[config.mk]
export PLATFORM = sky130hd
export DESIGN_NAME = owtemp_reader
export DESIGN_NICKNAME = d
export VERILOG_FILES = /design/src/rtl/owtemp_pkg.sv /design/src/rtl/owtemp_slot.sv /design/src/rtl/owtemp_usdelay.sv /design/src/rtl/owtemp_seq.sv /design/src/rtl/owtemp_reader.sv
export SDC_FILE = /design/constraint.sdc
export NUM_CORES = 1
export LEC_CHECK = 0
export ABC_CLOCK_PERIOD_IN_PS = 3050
export BUFFER_PORTS_ARGS = -buffer_cell sky130_fd_sc_hd__clkbuf_2
export CAP_MARGIN = 25
export CORE_AREA = 2 2 112 114
export CTS_CLUSTER_SIZE = 20
export DETAILED_ROUTE_END_ITERATION = 7
export DIE_AREA = 0 0 114 116
export PLACE_DENSITY = 0.61
export REMOVE_ABC_BUFFERS = 1
export SLEW_MARGIN = 20
export SYNTH_ARGS = -nofsm -noshare
export SYNTH_HDL_FRONTEND = slang
export SYNTH_SLANG_ARGS = --single-unit
export TNS_END_PERCENT = 1
[constraint.sdc]
create_clock -name clk -period 3.05 [get_ports clk]
set_input_delay 0.1525 -clock clk [delete_from_list [all_inputs] [get_ports clk]]
set_output_delay 0.1525 -clock clk [all_outputs]
set_load 0.05 [all_outputs]
[src/rtl/owtemp_pkg.sv]
package owtemp_pkg;

   typedef enum logic [1:0] {
      SLOT_RESET,
      SLOT_WR0,
      SLOT_WR1,
      SLOT_READ
   } slot_kind_e;

   typedef enum logic [2:0] {
      SQ_IDLE,
      SQ_RESET,
      SQ_WRITE,
      SQ_CONVERT,
      SQ_READ
   } seq_state_e;

   localparam int NUM_CMD_BYTES = 4;

   // command bytes in transmit order: address-all, convert, address-all, read scratchpad
   function automatic logic [7:0] cmd_byte(input logic [1:0] idx);
      case (idx)
         2'd0, 2'd2: return 8'hCC;
         2'd1:       return 8'h44;
         default:    return 8'hBE;
      endcase
   endfunction

endpackage

[src/rtl/owtemp_slot.sv]
module owtemp_slot
   import owtemp_pkg::*;
#(
   parameter int CLKS_PER_US    = 50,
   parameter int RESET_LOW_US   = 480,
   parameter int RESET_WIN_US   = 960,
   parameter int PRES_SAMPLE_US = 70,
   parameter int SLOT_US        = 65,
   parameter int RECOVERY_US    = 1,
   parameter int WR1_LOW_US     = 6,
   parameter int WR0_LOW_US     = 60,
   parameter int RD_LOW_US      = 6,
   parameter int RD_SAMPLE_US   = 15
) (
   input  logic       clk,
   input  logic       rst_n,
   input  logic       start_i,
   input  slot_kind_e kind_i,
   input  logic       line_i,
   output logic       done_o,
   output logic       drive_low_o,
   output logic       sample_o
);

   localparam int RST_LOW_C  = RESET_LOW_US * CLKS_PER_US;
   localparam int RST_WIN_C  = RESET_WIN_US * CLKS_PER_US;
   localparam int RST_SAMP_C = (RESET_LOW_US + PRES_SAMPLE_US) * CLKS_PER_US;
   localparam int SLOT_TOT_C = (SLOT_US + RECOVERY_US) * CLKS_PER_US;
   localparam int WR1_C      = WR1_LOW_US * CLKS_PER_US;
   localparam int WR0_C      = WR0_LOW_US * CLKS_PER_US;
   localparam int RD_LOW_C   = RD_LOW_US * CLKS_PER_US;
   localparam int RD_SAMP_C  = RD_SAMPLE_US * CLKS_PER_US;
   localparam int CNT_W      = $clog2(RST_WIN_C + 1);

   generate
      if (CLKS_PER_US < 1) begin : g_bad_div
         $error("CLKS_PER_US must be at least 1");
      end
      if (RESET_LOW_US + PRES_SAMPLE_US >= RESET_WIN_US) begin : g_bad_pres
         $error("presence sample point must lie inside the reset window");
      end
      if (RESET_WIN_US <= SLOT_US + RECOVERY_US) begin : g_bad_win
         $error("reset window must be longer than a bit slot");
      end
      if (WR1_LOW_US >= WR0_LOW_US || WR0_LOW_US >= SLOT_US) begin : g_bad_wr
         $error("write pulse widths must be ordered and fit inside the slot");
      end
      if (RD_LOW_US >= RD_SAMPLE_US || RD_SAMPLE_US >= SLOT_US) begin : g_bad_rd
         $error("read sample point must follow the read pulse and fit the slot");
      end
      if (RECOVERY_US < 1) begin : g_bad_rec
         $error("a recovery gap of at least 1 us is needed");
      end
   endgenerate

   logic             busy_q;
   logic [CNT_W-1:0] cnt_q;
   slot_kind_e       kind_q;
   logic             samp_q;
   logic [CNT_W-1:0] low_len;
   logic [CNT_W-1:0] total_len;
   logic [CNT_W-1:0] samp_at;
   logic             samp_en;
   logic             last;

   always_comb begin
      samp_at = CNT_W'(RD_SAMP_C);
      samp_en = 1'b0;
      case (kind_q)
         SLOT_RESET: begin
            low_len   = CNT_W'(RST_LOW_C);
            total_len = CNT_W'(RST_WIN_C);
            samp_at   = CNT_W'(RST_SAMP_C);
            samp_en   = 1'b1;
         end
         SLOT_WR0: begin
            low_len   = CNT_W'(WR0_C);
            total_len = CNT_W'(SLOT_TOT_C);
         end
         SLOT_WR1: begin
            low_len   = CNT_W'(WR1_C);
            total_len = CNT_W'(SLOT_TOT_C);
         end
         default: begin
            low_len   = CNT_W'(RD_LOW_C);
            total_len = CNT_W'(SLOT_TOT_C);
            samp_en   = 1'b1;
         end
      endcase
   end

   assign last        = busy_q && (cnt_q == total_len - 1'b1);
   assign done_o      = last;
   assign drive_low_o = busy_q && (cnt_q < low_len);
   assign sample_o    = samp_q;

   always_ff @(posedge clk or negedge rst_n) begin
      if (!rst_n) begin
         busy_q <= 1'b0;
         cnt_q  <= '0;
         kind_q <= SLOT_RESET;
      end else if (start_i && (!busy_q || last)) begin
         busy_q <= 1'b1;
         cnt_q  <= '0;
         kind_q <= kind_i;
      end else if (last) begin
         busy_q <= 1'b0;
         cnt_q  <= '0;
      end else if (busy_q) begin
         cnt_q <= cnt_q + 1'b1;
      end
   end

   always_ff @(posedge clk or negedge rst_n) begin
      if (!rst_n) begin
         samp_q <= 1'b1;
      end else if (busy_q && samp_en && cnt_q == samp_at) begin
         samp_q <= line_i;
      end
   end


   slot_start_free_chk: assert property (@(posedge clk) disable iff (!rst_n)
      start_i |-> (!busy_q || last));


   slot_release_chk: assert property (@(posedge clk) disable iff (!rst_n)
      $fell(drive_low_o) |-> busy_q || $past(last));

endmodule

[src/rtl/owtemp_usdelay.sv]
module owtemp_usdelay #(
   parameter int CLKS_PER_US = 50,
   parameter int DELAY_US    = 750000
) (
   input  logic clk,
   input  logic rst_n,
   input  logic start_i,
   output logic done_o
);

   localparam int US_W = (DELAY_US > 1) ? $clog2(DELAY_US) : 1;

   generate
      if (DELAY_US < 1) begin : g_bad_delay
         $error("DELAY_US must be at least 1");
      end
   endgenerate

   logic            busy_q;
   logic [US_W-1:0] us_q;
   logic            tick;

   generate
      if (CLKS_PER_US == 1) begin : g_direct
         assign tick = 1'b1;
      end else begin : g_prescale
         localparam int PRE_W = $clog2(CLKS_PER_US);
         logic [PRE_W-1:0] pre_q;
         always_ff @(posedge clk or negedge rst_n) begin
            if (!rst_n) begin
               pre_q <= '0;
            end else if (start_i || !busy_q || tick) begin
               pre_q <= '0;
            end else begin
               pre_q <= pre_q + 1'b1;
            end
         end
         assign tick = (pre_q == PRE_W'(CLKS_PER_US - 1));
      end
   endgenerate

   assign done_o = busy_q && tick && (us_q == US_W'(DELAY_US - 1));

   always_ff @(posedge clk or negedge rst_n) begin
      if (!rst_n) begin
         busy_q <= 1'b0;
         us_q   <= '0;
      end else if (start_i) begin
         busy_q <= 1'b1;
         us_q   <= '0;
      end else if (done_o) begin
         busy_q <= 1'b0;
         us_q   <= '0;
      end else if (busy_q && tick) begin
         us_q <= us_q + 1'b1;
      end
   end


   dly_done_busy_chk: assert property (@(posedge clk) disable iff (!rst_n)
      done_o |=> !busy_q || $past(start_i));

endmodule

[src/rtl/owtemp_seq.sv]
module owtemp_seq
   import owtemp_pkg::*;
#(
   parameter int DATA_BITS = 12
) (
   input  logic                 clk,
   input  logic                 rst_n,
   input  logic                 req_i,
   input  logic                 slot_done_i,
   input  logic                 slot_sample_i,
   input  logic                 dly_done_i,
   output logic                 slot_start_o,
   output slot_kind_e           slot_kind_o,
   output logic                 dly_start_o,
   output logic [DATA_BITS-1:0] temp_o,
   output logic                 ready_o,
   output logic                 error_o
);

   localparam int IDX_W = (DATA_BITS > 1) ? $clog2(DATA_BITS) : 1;

   generate
      if (DATA_BITS < 2) begin : g_bad_bits
         $error("DATA_BITS must be at least 2");
      end
   endgenerate

   seq_state_e           state_q;
   logic [1:0]           byte_q;
   logic [2:0]           bit_q;
   logic [IDX_W-1:0]     data_q;
   logic [DATA_BITS-1:0] shift_q;
   logic [DATA_BITS-1:0] temp_q;
   logic                 ready_q;
   logic                 error_q;
   logic [1:0]           nx_byte;
   logic [2:0]           nx_bit;
   logic [7:0]           nx_cmd;
   logic                 last_data;

   assign last_data = (data_q == IDX_W'(DATA_BITS - 1));

   // position of the next command bit to transmit
   always_comb begin
      if (state_q == SQ_WRITE && slot_done_i) begin
         if (bit_q != 3'd7) begin
            nx_byte = byte_q;
            nx_bit  = bit_q + 3'd1;
         end else begin
            nx_byte = byte_q + 2'd1;
            nx_bit  = 3'd0;
         end
      end else begin
         nx_byte = byte_q;
         nx_bit  = 3'd0;
      end
      nx_cmd = cmd_byte(nx_byte);
   end

   always_comb begin
      slot_start_o = 1'b0;
      slot_kind_o  = SLOT_RESET;
      dly_start_o  = 1'b0;
      case (state_q)
         SQ_IDLE: begin
            slot_start_o = req_i;
         end
         SQ_RESET: begin
            if (slot_done_i && !slot_sample_i) begin
               slot_start_o = 1'b1;
               slot_kind_o  = nx_cmd[0] ? SLOT_WR1 : SLOT_WR0;
            end
         end
         SQ_WRITE: begin
            if (slot_done_i) begin
               if (bit_q == 3'd7 && byte_q == 2'd1) begin
                  dly_start_o = 1'b1;
               end else if (bit_q == 3'd7 && byte_q == 2'd3) begin
                  slot_start_o = 1'b1;
                  slot_kind_o  = SLOT_READ;
               end else begin
                  slot_start_o = 1'b1;
                  slot_kind_o  = nx_cmd[nx_bit] ? SLOT_WR1 : SLOT_WR0;
               end
            end
         end
         SQ_CONVERT: begin
            if (dly_done_i) begin
               slot_start_o = 1'b1;
               slot_kind_o  = nx_cmd[0] ? SLOT_WR1 : SLOT_WR0;
            end
         end
         SQ_READ: begin
            if (slot_done_i && !last_data) begin
               slot_start_o = 1'b1;
               slot_kind_o  = SLOT_READ;
            end
         end
         default: ;
      endcase
   end

   always_ff @(posedge clk or negedge rst_n) begin
      if (!rst_n) begin
         state_q <= SQ_IDLE;
         byte_q  <= '0;
         bit_q   <= '0;
         data_q  <= '0;
         shift_q <= '0;
         temp_q  <= '0;
         ready_q <= 1'b0;
         error_q <= 1'b0;
      end else begin
         ready_q <= 1'b0;
         case (state_q)
            SQ_IDLE: begin
               if (req_i) begin
                  state_q <= SQ_RESET;
                  error_q <= 1'b0;
               end
            end
            SQ_RESET: begin
               if (slot_done_i) begin
                  if (!slot_sample_i) begin
                     state_q <= SQ_WRITE;
                     byte_q  <= '0;
                     bit_q   <= '0;
                  end else begin
                     state_q <= SQ_IDLE;
                     error_q <= 1'b1;
                  end
               end
            end
            SQ_WRITE: begin
               if (slot_done_i) begin
                  byte_q <= nx_byte;
                  bit_q  <= nx_bit;
                  if (bit_q == 3'd7 && byte_q == 2'd1) begin
                     state_q <= SQ_CONVERT;
                  end else if (bit_q == 3'd7 && byte_q == 2'd3) begin
                     state_q <= SQ_READ;
                     data_q  <= '0;
                  end
               end
            end
            SQ_CONVERT: begin
               if (dly_done_i) begin
                  state_q <= SQ_WRITE;
               end
            end
            SQ_READ: begin
               if (slot_done_i) begin
                  shift_q <= {slot_sample_i, shift_q[DATA_BITS-1:1]};
                  if (last_data) begin
                     temp_q  <= {slot_sample_i, shift_q[DATA_BITS-1:1]};
                     ready_q <= 1'b1;
                     state_q <= SQ_IDLE;
                  end else begin
                     data_q <= data_q + 1'b1;
                  end
               end
            end
            default: state_q <= SQ_IDLE;
         endcase
      end
   end

   assign temp_o  = temp_q;
   assign ready_o = ready_q;
   assign error_o = error_q;


   ready_pulse_chk: assert property (@(posedge clk) disable iff (!rst_n)
      ready_o |=> !ready_o);


   conv_quiet_chk: assert property (@(posedge clk) disable iff (!rst_n)
      (state_q == SQ_CONVERT) |-> !slot_done_i);


   dly_state_chk: assert property (@(posedge clk) disable iff (!rst_n)
      dly_done_i |-> (state_q == SQ_CONVERT));


   busy_req_chk: assert property (@(posedge clk) disable iff (!rst_n)
      (state_q != SQ_IDLE && req_i && !slot_done_i && !dly_done_i) |-> !slot_start_o);

endmodule

[src/rtl/owtemp_reader.sv]
module owtemp_reader
   import owtemp_pkg::*;
#(
   parameter int CLKS_PER_US    = 50,
   parameter int RESET_LOW_US   = 480,
   parameter int RESET_WIN_US   = 960,
   parameter int PRES_SAMPLE_US = 70,
   parameter int SLOT_US        = 65,
   parameter int RECOVERY_US    = 1,
   parameter int WR1_LOW_US     = 6,
   parameter int WR0_LOW_US     = 60,
   parameter int RD_LOW_US      = 6,
   parameter int RD_SAMPLE_US   = 15,
   parameter int CONV_WAIT_US   = 750000,
   parameter int DATA_BITS      = 12
) (
   input  logic                 clk,
   input  logic                 rst_n,
   input  logic                 req_i,
   input  logic                 bus_in_i,
   output logic                 bus_drive_low_o,
   output logic [DATA_BITS-1:0] temp_o,
   output logic                 ready_o,
   output logic                 error_o
);

   logic       slot_start;
   slot_kind_e slot_kind;
   logic       slot_done;
   logic       slot_sample;
   logic       dly_start;
   logic       dly_done;

   owtemp_slot #(
      .CLKS_PER_US   (CLKS_PER_US),
      .RESET_LOW_US  (RESET_LOW_US),
      .RESET_WIN_US  (RESET_WIN_US),
      .PRES_SAMPLE_US(PRES_SAMPLE_US),
      .SLOT_US       (SLOT_US),
      .RECOVERY_US   (RECOVERY_US),
      .WR1_LOW_US    (WR1_LOW_US),
      .WR0_LOW_US    (WR0_LOW_US),
      .RD_LOW_US     (RD_LOW_US),
      .RD_SAMPLE_US  (RD_SAMPLE_US)
   ) u_slot (
      .clk        (clk),
      .rst_n      (rst_n),
      .start_i    (slot_start),
      .kind_i     (slot_kind),
      .line_i     (bus_in_i),
      .done_o     (slot_done),
      .drive_low_o(bus_drive_low_o),
      .sample_o   (slot_sample)
   );

   owtemp_usdelay #(
      .CLKS_PER_US(CLKS_PER_US),
      .DELAY_US   (CONV_WAIT_US)
   ) u_dly (
      .clk    (clk),
      .rst_n  (rst_n),
      .start_i(dly_start),
      .done_o (dly_done)
   );

   owtemp_seq #(
      .DATA_BITS(DATA_BITS)
   ) u_seq (
      .clk          (clk),
      .rst_n        (rst_n),
      .req_i        (req_i),
      .slot_done_i  (slot_done),
      .slot_sample_i(slot_sample),
      .dly_done_i   (dly_done),
      .slot_start_o (slot_start),
      .slot_kind_o  (slot_kind),
      .dly_start_o  (dly_start),
      .temp_o       (temp_o),
      .ready_o      (ready_o),
      .error_o      (error_o)
   );


   error_quiet_chk: assert property (@(posedge clk) disable iff (!rst_n)
      $rose(error_o) |-> !bus_drive_low_o);


   ready_no_error_chk: assert property (@(posedge clk) disable iff (!rst_n)
      ready_o |-> !error_o);

endmodule

==> summary by stage, run 1 <==
Timing
The number of endpoints with negative hold slack in the final report was 0. The relative max-transition margin is 0.673. The final worst-path cycle share is 0.969. Setup repair after global routing could not meet its margin everywhere. The final setup violation count is 0. The clock arrives with 0.0125 ns of skew. The time the final worst path needs with I/O delays and setup is 2.96 ns. Timing would allow up to 0.338 GHz. The transition time at the pin with the least slew margin is 0.485 ns.

The number of max-slew violations in the final report was 0.

Yosys
The most common cell in the synthesized netlist is dfrtp_1. Counting flops with a built-in enable in the synthesized netlist gives 0. In this run the cell area of the synthesized design comes to 4720 um2.

Ranked by total cell area, the synthesized netlist is headed by dfrtp_1, ha_1, mux2_2. For this run, the leading register cell type out of synthesis is dfrtp_1. The sequential element share of the synthesized area is 0.445. The dominant cell type by area after synthesis is dfrtp_1.

The proportion of synthesized flip-flops having asynchronous set or reset is 1.00. Each instance of the synthesized netlist takes up on average 9.86 um2. The count of unique library cells instantiated by Yosys is 57. The flip-flop and latch count after synthesis is 84.

Yosys printed 0 warnings. The commonest cells after synthesis are dfrtp_1, nand2_1, nor2_1. Synthesis produced 479 cells.

The top-area cell type share of the netlist area is 0.440.

Drt
The total wire length after detailed routing is 10200 um. The post-detailed-route via-to-cell ratio is 5.62. Detailed routing inserted a total of 3682 vias. The detailed router finished its first iteration with 270 violations. For this block, wires on met1 add up to 4860 um. The number of antenna-violating nets in the routed design is 0. The top routing layer in use is met4. The average wire length per cell after detail routing is 15.5 um. In the routed design, unresolved DRC markers number 0. Wire segments on met3 add up to 378 um in the final route.

The first-pass iteration count of the detailed router is 5. Detailed routing placed a total of 4760 um of wire on met2.

Floorplan
The vertical die dimension is 116 um. The number of rows created at floorplan is 40. The width of the die is 114 um. 19 I/O pins were placed.

The initial utilization of the core area, before any placement, comes to 0.397. The die covers 13200 um2. The total area inside the core boundary comes to 11900 um2.

Setup path
The nature of the critical path endpoint is a flop. The worst path buffer plus inverter count is 3. For the worst setup path, the data arrival time is 3.19 ns. The signal on the critical path passes through inv_1 -> ha_1 -> inv_1 -> ha_1 -> nor2_2 -> o2111ai_2 -> or4_4 -> or3_1 -> buf_6 -> mux2_4. The highest cell delay on the worst timing path is 0.56 ns. For the worst setup path, the data required time is 3.28 ns.

The category of cells accounting for the largest share of critical-path delay is simple AND/OR/NAND/NOR gates. The kind of start point of the critical path is a flop. The worst setup path is of the reg2reg kind. The slowest stage of the critical path belongs to the cell or4_4. Of all nets on the critical path, the largest fanout is 13.

Finish
The growth of design area from synthesis to finish is 13.3%. The number of filler cells placed in the layout is 1137. Of the cells placed in the final design, the portion with a size suffix greater than 1 is 0.177. The finished layout holds 655 standard cells, fillers aside. In the final layout, the multi-input gates occupy 2470 um2.

The area used by sequential logic in the layout is 2100 um2. 0 antenna diodes ended up in the layout. The final design instance area without fill is 5350 um2.

At the end of the flow, the number of nets in the layout was 530.

Power
The internal power of the cells totals 0.00169 W. Of the total power, the clock network draws 0.473. The leakage power total is 2.55 nW. Of the total power, registers draw 0.513.

The part of the power in combinational logic is 0.014. The highest ir drop seen on vdd is 0.282 mV. The net switching component of the power is 0.000480 W. Of the total power, the share spent switching nets is 0.221. In this run the power density over the cells is 406 nW/um2.

Clock network
The clock tree from TritonCTS is done. The clock network latency to the later pin of the worst-skew pair is 0.35 ns. Clock-pin slew was measured on the worst setup and hold paths at 0.06 ns. The longest clock path from root to sink contains 2 buffers. The number of levels in the clock H-tree is 3. The master cell of the clock root buffer is clkbuf_16. Counting the buffers created by CTS gives 9. Clock tree synthesis found a total of 84 sinks.

Global route
Summed over all layers, the global routing overflow is 0. The pin count of the biggest net entering global routing is 52. Across every metal layer, demand over resource in global routing totals 0.167.

The via count of the first global-routing pass is 3558. The first global-routing pass estimated 17600 um of wire. The number of antenna violations at the first check in global routing was 0.

Run
The tool flagged a number of max-cap violations equal to 0.

Placement
The count of input and output buffers is 18. The total cell area at the placement stage is 5050 um2. The number of cells in the design after placement is 639.

The half-perimeter wire length after placement is 7200 um. The placer congestion estimate is 0.861.

Min path
The path class of the tightest hold or removal check is in2reg.

Run status
The flow ran to the end, and the final reports show no timing, DRC or antenna violations.
[layer usage]
metal,GRT usage,vias up
met1,0.232,1814
met3,0.0382,11
li1,-,1801
met2,0.255,56
met5,0,-
met4,0.0659,0
[area by class of cell]
class,count,share of cell area
Clock buffer,10,0.0446
Clock inverter,5,0.00678
Inverter,16,0.0112
Multi-Input combinational cell,356,0.461
Sequential cell,84,0.393
Tap cell,147,0.0344
Timing Repair Buffer,37,0.0489
[timing repair]
item,CTS,global route
resized for setup,0,5
hold buffers,1,0
setup buffers,0,0
setup endpoints to repair,0,16
endpoints found under the hold margin,33,0
[worst paths after layout]
path / start / end / slack (ns) / cells past startpoint
setup / recovery: u_slot.kind_q[1] / u_seq.temp_o[8] / 0.09 / 10
hold / removal: bus_in_i / u_slot.sample_o / 0.05 / 2
setup reg to reg: u_slot.kind_q[1] / u_seq.temp_o[8] / 0.09 / 10
hold reg to reg: u_seq.data_q[3] / u_seq.data_q[3] / 0.49 / 1
max in group asynchronous: rst_n / u_slot.sample_o / 2.11 / 3
min in group asynchronous: rst_n / u_seq.temp_o[7] / 0.29 / 2
[placed cells by master, fill, tap and decap left out, types with 6 or more instances in the layout]
cell / synthesis / routed
a21oi_1: 25 / 25
a31oi_1: 18 / 18
a41oi_1: 6 / 6
and2_1: 7 / 7
and3_1: 9 / 9
buf_4: 0 / 17
clkbuf_16: 0 / 9
clkbuf_2: 0 / 17
dfrtp_1: 83 / 83
ha_1: 22 / 22
inv_1: 16 / 16
mux2_2: 18 / 18
mux2_4: 9 / 9
nand2_1: 41 / 41
nand2b_1: 9 / 9
nand3_1: 20 / 20
nor2_1: 40 / 39
nor3b_1: 7 / 7
o2111ai_1: 8 / 7
o21ai_0: 25 / 25
xor2_1: 13 / 13
[power groups by stage]
stage               clock network, W  registers [W]    logic [W]
finish                       0.00103        0.00111    0.0000294
global placement                   0        0.00113    0.0000255
floorplan                          0        0.00114  0.000000295
global route                 0.00111        0.00111    0.0000348
detailed placement                 0        0.00113    0.0000307
CTS                          0.00105        0.00111    0.0000318
[worst reg2reg max path: stages (launching register included)]
cell and delay, ns:
dfrtp_1 0.40, inv_1 0.08, ha_1 0.17, inv_1 0.10, ha_1 0.31, nor2_2 0.16, o2111ai_2 0.17, or4_4 0.56
or3_1 0.40, buf_6 0.18, mux2_4 0.31
[kinds of logic (layout without fill, tap and decap cells)]
kind of cell,after synthesis,after routing,share of synthesized area
XOR/XNOR,16,16,0.0297
AND/OR/NAND/NOR,178,178,0.202
flip-flops,84,84,0.445
multiplexers,29,29,0.0757
adder cells (fa/ha/maj),22,22,0.0583
AO/OA/AOI/OAI,111,111,0.153
buffers and inverters,39,68,0.0360
[flip-flops by register name, indices dropped and copies added (netlist names), 2 cells and up]
signal and count:
u_dly.g_prescale.pre_q 6, u_dly.us_q 20, u_seq.bit_q 3, u_seq.byte_q 2, u_seq.data_q 4, u_seq.shift_q 11, u_seq.state_q 3, u_seq.temp_o 12
u_slot.cnt_q 16, u_slot.kind_q 2
[through the flow]
step | hold slack [ns] | total power [W] | setup TNS, ns | setup WS, ns | utilization
3_5_place_dp | 0.138 | 0.00117 | 0 | 0.00540 | 0.424
2_1_floorplan | -0.143 | 0.00114 | -2.32 | -0.199 | -
4_1_cts | 0.0472 | 0.00220 | 0 | 0.00330 | 0.448
5_1_grt | 0.0515 | 0.00226 | -0.187 | -0.0279 | 0.449
6_report | 0.0502 | 0.00217 | 0 | 0.0944 | 0.449
3_3_place_gp | 0.402 | 0.00116 | 0 | 0.104 | 0.421
Note: power is estimated with default switching activity, not from simulation.
==> run 2: changes to the inputs <==
Settings changed: ABC_AREA set to 1, CORE_AREA 2 2 112 114 to 2 2 114 116, DIE_AREA 0 0 114 116 to 0 0 116 118.
==> summary by stage, run 2 <==
Power
The leakage power total is 2.67 nW. The areal power density over the cells is 464 nW/um2. The design draws 0.00259 W.

The highest ir drop seen on vdd is 0.268 mV.

Setup path
In this run the critical register-to-register path is captured at u_dly.us_q[16]. Among all stages on the critical path, the largest delay is contributed by dfrtp_1. The internal reg-to-reg setup slack is 0.27 ns. The worst path buffer plus inverter count is 4.

The largest single stage delay on the critical path is 0.43 ns. The termination of the worst setup path is u_dly.us_q[16]. The arrival time reported for the critical path endpoint is 3.01 ns.

The first element of the critical path is u_slot.kind_q[1]. The startpoint identified for the worst register-to-register timing path is u_slot.kind_q[1]. At the worst endpoint, the required time is 3.28 ns. The logic depth of the worst register-to-register path is 17.

The critical-path maximum fanout is 7. The critical path start-end classification is reg2reg. STA classifies the critical path endpoint as a flop. Walking the worst path, the cells encountered are inv_2 -> ha_2 -> inv_2 -> ha_1 -> inv_1 -> nand2_1 -> nor2_1 -> nand3_2 -> nor3_4 -> buf_4 -> nand2_2 -> nand2_4 -> nand2_4 -> nor4_4 -> nand3_1 -> o21ai_1 -> nor2_1. The worst setup path is launched from a flop. Grouping stages by cell kind, the critical path spends the most delay in simple AND/OR/NAND/NOR gates. The critical path crosses 17 cells after its start point.

Global route
The number of antenna violations at the first check in global routing came to 0. The pin count of the biggest net entering global routing is 50. After global routing the overflow that remains totals 0.

The first global-routing pass estimated 18800 um of wire. For this run, the total global-route usage over all layers was measured as 0.172. The via count of the first global-routing pass is 3964.

Drt
After detailed routing, the number of remaining DRC violations is 0. The average wire length per cell after detail routing is 13.1 um. The first-pass iteration count of the detailed router is 4. In this run the top signal layer used is met4. The final layout contains routed wiring with a total length of 10900 um. The count of nets left with antenna violations once routing finished came out at 0. For this block, the via count after detailed routing is 4152. The post-detailed-route via-to-cell ratio is 4.97. Detailed routing placed a total of 386 um of wire on met3.

Detailed routing placed a total of 5190 um of wire on met2. After the first detailed-routing iteration, the DRC count stood at 226. The wire length on met1 is 5110 um.

Timing
Headroom to the max-slew limit came out at 0.581. The number of max-slew violations in the final report was 0. The final-layout setup total negative slack is 0 ns. The transition time at the pin with the least slew margin is 0.627 ns. Setup violations remaining at the end of the flow were counted as 0. Across all hold checks on the routed design, the worst slack comes to 0.0455 ns. Of the available clock period, the critical path in the final layout requires 0.913. The number of endpoints with negative hold slack in the final report came to 0. The worst setup skew after layout is 0.00893 ns. The maximum clock frequency is 0.359 GHz. The time the final worst path needs with I/O delays and setup is 2.78 ns. Setup repair after global routing left no endpoint under its margin.

Finish
The final layout contains 685 nets. The post-route core utilization is 0.450. In the final layout, the share of cells above drive strength 1 is 0.101. In the layout the commonest cells are nand2_1, inv_1, dfrtp_1. Counting the fill cells in the layout gives 1288. The growth of design area from synthesis to finish is 14.2%. The most common cell after layout, fill and taps aside is nand2_1. The number of flip-flops in the largest register is 20. The largest register by flop count is u_dly.us_q. The antenna cell count is 0.

Yosys
The most used flip-flop cell after synthesis is dfrtp_1. Summed over all instances, the cell type with the most area after synthesis is dfrtp_1. The count of yosys warnings during synthesis is 0. The flip-flop and latch count after synthesis is 84. Counting every instance in the synthesized netlist gives 631.

In the synthesized netlist the async set-or-reset flop fraction comes to 1.00. Summing every instance area after synthesis gives 4900 um2. The top-area cell type share of the netlist area is 0.424. Counting distinct cell types in the post-synthesis netlist gives 41.

In this run, synthesis inferred 0 flip-flops with an integrated enable. The most frequent cell after synthesis is nand2_1. The average size of a mapped cell is 7.76 um2.

The sequential element share of the synthesized area is 0.429. By area the synthesized netlist is led by dfrtp_1, nand2_1, inv_1. After synthesis, the most frequently instantiated cells are nand2_1, inv_1, dfrtp_1.

Clock network
TritonCTS built the clock tree. After clock tree synthesis, the clock-pin slew on the worst setup and hold paths is 0.06 ns. The H-tree generated during clock tree synthesis spans 3 levels. The longest clock path from root to sink contains 2 buffers. In this run, CTS created clock tree buffers numbering 9. At the later pin of the worst-skew pair, clock insertion delay measures 0.34 ns. The number of clock sinks seen by CTS is 84. The tree is rooted in a clkbuf_16.

Floorplan
The core region is 12400 um2. The die is 116 um wide. The top-level port count is 19. The initial utilization of the core area, before any placement, comes to 0.394.

The floorplan has 41 rows. The vertical die dimension is 118 um. The total die area is 13700 um2.

Run status
The run finished with clean final reports.

Placement
Port buffering added 18 buffers. The placer congestion estimate is 0.938. The wire-length estimate of the detail-placed layout is 8030 um.

Run
The number of max-cap violations is 0.

Min path
The worst hold-check path type is in2reg.
==> run 2: cell types whose count changed in the layout (fill, tap and decap cells not counted), sizes merged, moves of 7 or more <==
cell	before	now
nand3	20	31
nand4	4	25
nor4	5	12
o21ai	25	54
and3	9	1
nand2	41	141
nor2	40	62
nor3	5	23
inv	17	94
o2111ai	8	0
nand2b	9	0
a31oi	18	3
mux2	27	0
==> run 2: cells by family after synthesis <==
family	after synthesis	synth area share
AOI/OAI and AO/OA	94	0.104
buffers and inverters	109	0.0894
and+or+nand+nor	301	0.284
xor gates and xnor gates	21	0.0376
adders and majority gates	22	0.0562
DFF	84	0.429
==> run 2: metrics by stage <==
stage | instances | area (um2) | setup WS [ns]
finish | 836 | 5590 | 0.266
global route | 836 | 5590 | 0.0136
CTS | 829 | 5520 | 0.0475
detailed placement | 812 | 5190 | 0.0659
global placement | 811 | 5160 | 0.173
floorplan | 615 | 4810 | 0.105
==> run 2: how the worst min path moves through the flow <==
stage                                 end  depth (start not counted)  slack, ns  startpoint
after floorplan              u_dly.busy_q                          0      -0.14       rst_n
after global placement    u_slot.sample_o                          3       0.39    bus_in_i
after detailed placement    u_dly.us_q[9]                          1       0.15       rst_n
after CTS                 u_slot.sample_o                          3       0.04    bus_in_i
after global routing      u_slot.sample_o                          3       0.05    bus_in_i
final                     u_slot.sample_o                          3       0.05    bus_in_i
==> run 2: repair_timing <==
item	CTS	global route
setup endpoints to repair	0	38
endpoints found under the hold margin	35	0
setup buffers	0	7
hold buffers	1	0
resized for setup	0	6
==> run 2: layout make-up <==
type,instances,area [um2],share of cell area
clock buffer,9,225,0.0403
multi-input combinational,438,2370,0.423
tap,172,215,0.0385
sequential,84,2100,0.376
clock inverter,7,100,0.0179
timing repair buffer,33,231,0.0414
inverter,93,349,0.0624
==> run 2: report_power, final <==
group          switching [W]  total (W)  internal, W
Sequential         0.0000289    0.00117      0.00114
Combinational       0.000169   0.000243    0.0000734
Clock               0.000465    0.00119     0.000721
==> run 2: worst min-delay path, delay by kind of cell <==
kind,cells,cell delay [ns]
AOI/OAI and AO/OA,1,0.07
buffers and inverters,2,0.13
==> run 2: routing by layer <==
| layer | GRT usage | vias to the layer above |
|---|---|---|
| met2 | 0.268 | 83 |
| met5 | 0 | - |
| met3 | 0.0324 | 20 |
| li1 | - | 2131 |
| met1 | 0.232 | 1918 |
| met4 | 0.0729 | 0 |
==> run 3: changes to the inputs <==
==> constraint.sdc (replaced) <==
create_clock -name clk -period 3.05 [get_ports clk]
set_input_delay 0.305 -clock clk [delete_from_list [all_inputs] [get_ports clk]]
set_output_delay 0.305 -clock clk [all_outputs]
set_load 0.05 [all_outputs]
==> summary by stage, run 3 (same netlist as run 2, synthesis figures left out) <==
Global route
The pin count of the biggest net entering global routing is 50. The via count of the first global-routing pass is 3964. Across every metal layer, demand over resource in global routing totals 0.172. The total congestion overflow is 0. The number of antenna violations at the first check in global routing was 0. The wire length of the first global-routing pass is 18800 um.

Setup path
The critical path goes through inv_1 -> ha_2 -> inv_2 -> ha_1 -> inv_1 -> nand2_1 -> nor2_1 -> nand3_2 -> nor3_4 -> buf_4 -> nand2_2 -> nand2_4 -> nand2_4 -> nor4_4 -> nand3_1 -> o21ai_1 -> nor2_1. The critical path runs through a total of 17 cells. STA classifies the critical path endpoint as a flop. The critical-path maximum fanout is 7.

The worst path buffer plus inverter count is 4. The worst flop-to-flop path startpoint is u_slot.kind_q[1]. STA puts the critical path data arrival time at 3.03 ns. By startpoint and endpoint, the worst setup path is classified as reg2reg. The first element of the critical path is u_slot.kind_q[1]. Broken down by cell family, the worst path's largest delay share belongs to simple AND/OR/NAND/NOR gates. The master of the slowest instance on the critical path is dfrtp_1. The logic depth of the worst register-to-register path is 17. The highest cell delay on the worst timing path is 0.42 ns. The data required time at the worst endpoint is 3.28 ns. The kind of start point of the critical path is a flop.

Timing
The worst setup skew after layout is 0.00868 ns. The final setup violation count is 0. The relative max-transition margin is 0.581. The post-route worst hold slack is 0.198 ns.

The final worst-path cycle share is 0.919. Setup repair after global routing could not meet its margin everywhere. The number of endpoints with negative hold slack in the final report came to 0. Based on the critical path, the design can be clocked at up to 0.357 GHz. The transition time at the pin with the least slew margin is 0.627 ns.

The time the final worst path needs with I/O delays and setup is 2.80 ns. The number of max-slew violations in the final report is 0.

Finish
The layout has 1288 filler cells. The largest register by flop count is u_dly.us_q. The area used by sequential logic in the layout is 2100 um2.

The growth of design area from synthesis to finish is 14.2%. The final design instance area without fill is 5590 um2. The most common cell after layout, fill and taps aside is nand2_1.

In the layout the commonest cells are nand2_1, inv_1, dfrtp_1. Summing all multi-input logic gate instances after layout gives 2370 um2. The antenna cell count is 0. After the last flow step, the layout net total stands at 685.

In the final layout, the share of cells above drive strength 1 is 0.0994. The number of flip-flops in the largest register is 20.

Clock network
The number of clock buffers inserted by TritonCTS is 9. The clock passes through at most 2 buffers. The H-tree was split into 3 levels. The clock network latency to the later pin of the worst-skew pair is 0.34 ns. The clock drives 84 sinks. Clock-pin slew was measured on the worst setup and hold paths at 0.06 ns. The master cell of the clock root buffer is clkbuf_16.

TritonCTS built the clock tree.

Floorplan
The number of rows created at floorplan is 41. After floorplanning, the core was sized to cover 12400 um2. The width of the die is 116 um. In this run the vertical extent of the chip is 118 um. The die covers 13700 um2. 19 I/O pins were placed. For this configuration, the core starts out at a cell density of 0.394.

Drt
The overall via count from detail_route is 4151. In the final routing, the length of wire on met1 measures 5090 um. The detailed route wirelength on metal2 is 5170 um. In the routed layout, each cell is associated on average with a via count of 4.97. The first-pass iteration count of the detailed router is 4. After detailed routing, the number of remaining DRC violations is 0. The average wire length per cell after detail routing is 13.0 um. After the first detailed-routing iteration, the DRC count stood at 224. Wires add up to 10900 um. Routed signal wires occupy layers up through met4. The met3 wirelength from detailed routing is 391 um.

In this run the remaining antenna-violating nets after routing total 0.

Placement
The count of input and output buffers is 18. The total cell area at the placement stage is 5190 um2. The half-perimeter wire length after placement is 8030 um. The placer congestion estimate is 0.938.

Min path
The worst hold-check path type is in2reg. The instance count along the most critical hold path is 3. The launch instance of the worst min-delay path is bus_in_i.

Power
The leakage power total is 2.67 nW. The areal power density over the cells is 464 nW/um2. VDD sags by at most 0.268 mV.

Run
The number of max-cap violations is 0.

Run status
The flow ran to the end, and the final reports show no timing, DRC or antenna violations.
-- run 3: worst paths after layout --
kind / slack (ns) / to
max: 0.25 / u_dly.us_q[16]
min: 0.20 / u_slot.sample_o
max reg2reg: 0.25 / u_dly.us_q[16]
min reg2reg: 0.49 / u_seq.temp_o[0]
max in group asynchronous: 1.94 / u_slot.sample_o
min in group asynchronous: 0.47 / u_dly.us_q[6]
-- run 3: power by group --
part | internal (W) | switching (W) | total, W
Combinational | 0.0000734 | 0.000169 | 0.000243
Sequential | 0.00114 | 0.0000289 | 0.00117
Clock | 0.000721 | 0.000465 | 0.00119
-- run 3: area by class of cell --
class	instances	share of cell area
Timing Repair Buffer	33	0.0414
Clock buffer	9	0.0403
Tap cell	172	0.0385
Clock inverter	7	0.0179
Multi-Input combinational cell	438	0.423
Inverter	93	0.0624
Sequential cell	84	0.376
-- run 3: per-layer routing --
layer | vias up | track usage
met1 | 1911 | 0.232
met5 | - | 0
met3 | 22 | 0.0324
li1 | 2132 | -
met4 | 0 | 0.0729
met2 | 86 | 0.268
-- run 3: stage by stage --
step	setup WS [ns]	util	setup TNS (ns)	power, W	instances
after floorplan	0.0216	-	0	0.00135	615
after global placement	0.173	0.416	0	0.00142	811
after detailed placement	0.0659	0.418	0	0.00143	812
after CTS	0.0475	0.445	0	0.00263	829
after global routing	-0.0249	0.450	-0.0288	0.00272	836
final	0.247	0.450	0	0.00259	836
-- run 3: worst register-to-register path, cell delays in order, from the launching register on --
cell,delay (ns)
dfrtp_1,0.42
inv_1,0.10
ha_2,0.21
inv_2,0.07
ha_1,0.29
inv_1,0.05
nand2_1,0.07
nor2_1,0.13
nand3_2,0.11
nor3_4,0.24
buf_4,0.18
nand2_2,0.09
nand2_4,0.13
nand2_4,0.09
nor4_4,0.20
nand3_1,0.11
o21ai_1,0.14
nor2_1,0.05
-- run 3: repair_timing --
| action | in CTS | in global routing |
|---|---|---|
| endpoints found under the hold margin | 35 | 0 |
| resized for setup | 0 | 6 |
| endpoints found under the setup margin | 0 | 39 |
| buffers inserted | 0 | 7 |
| hold buffers | 1 | 0 |
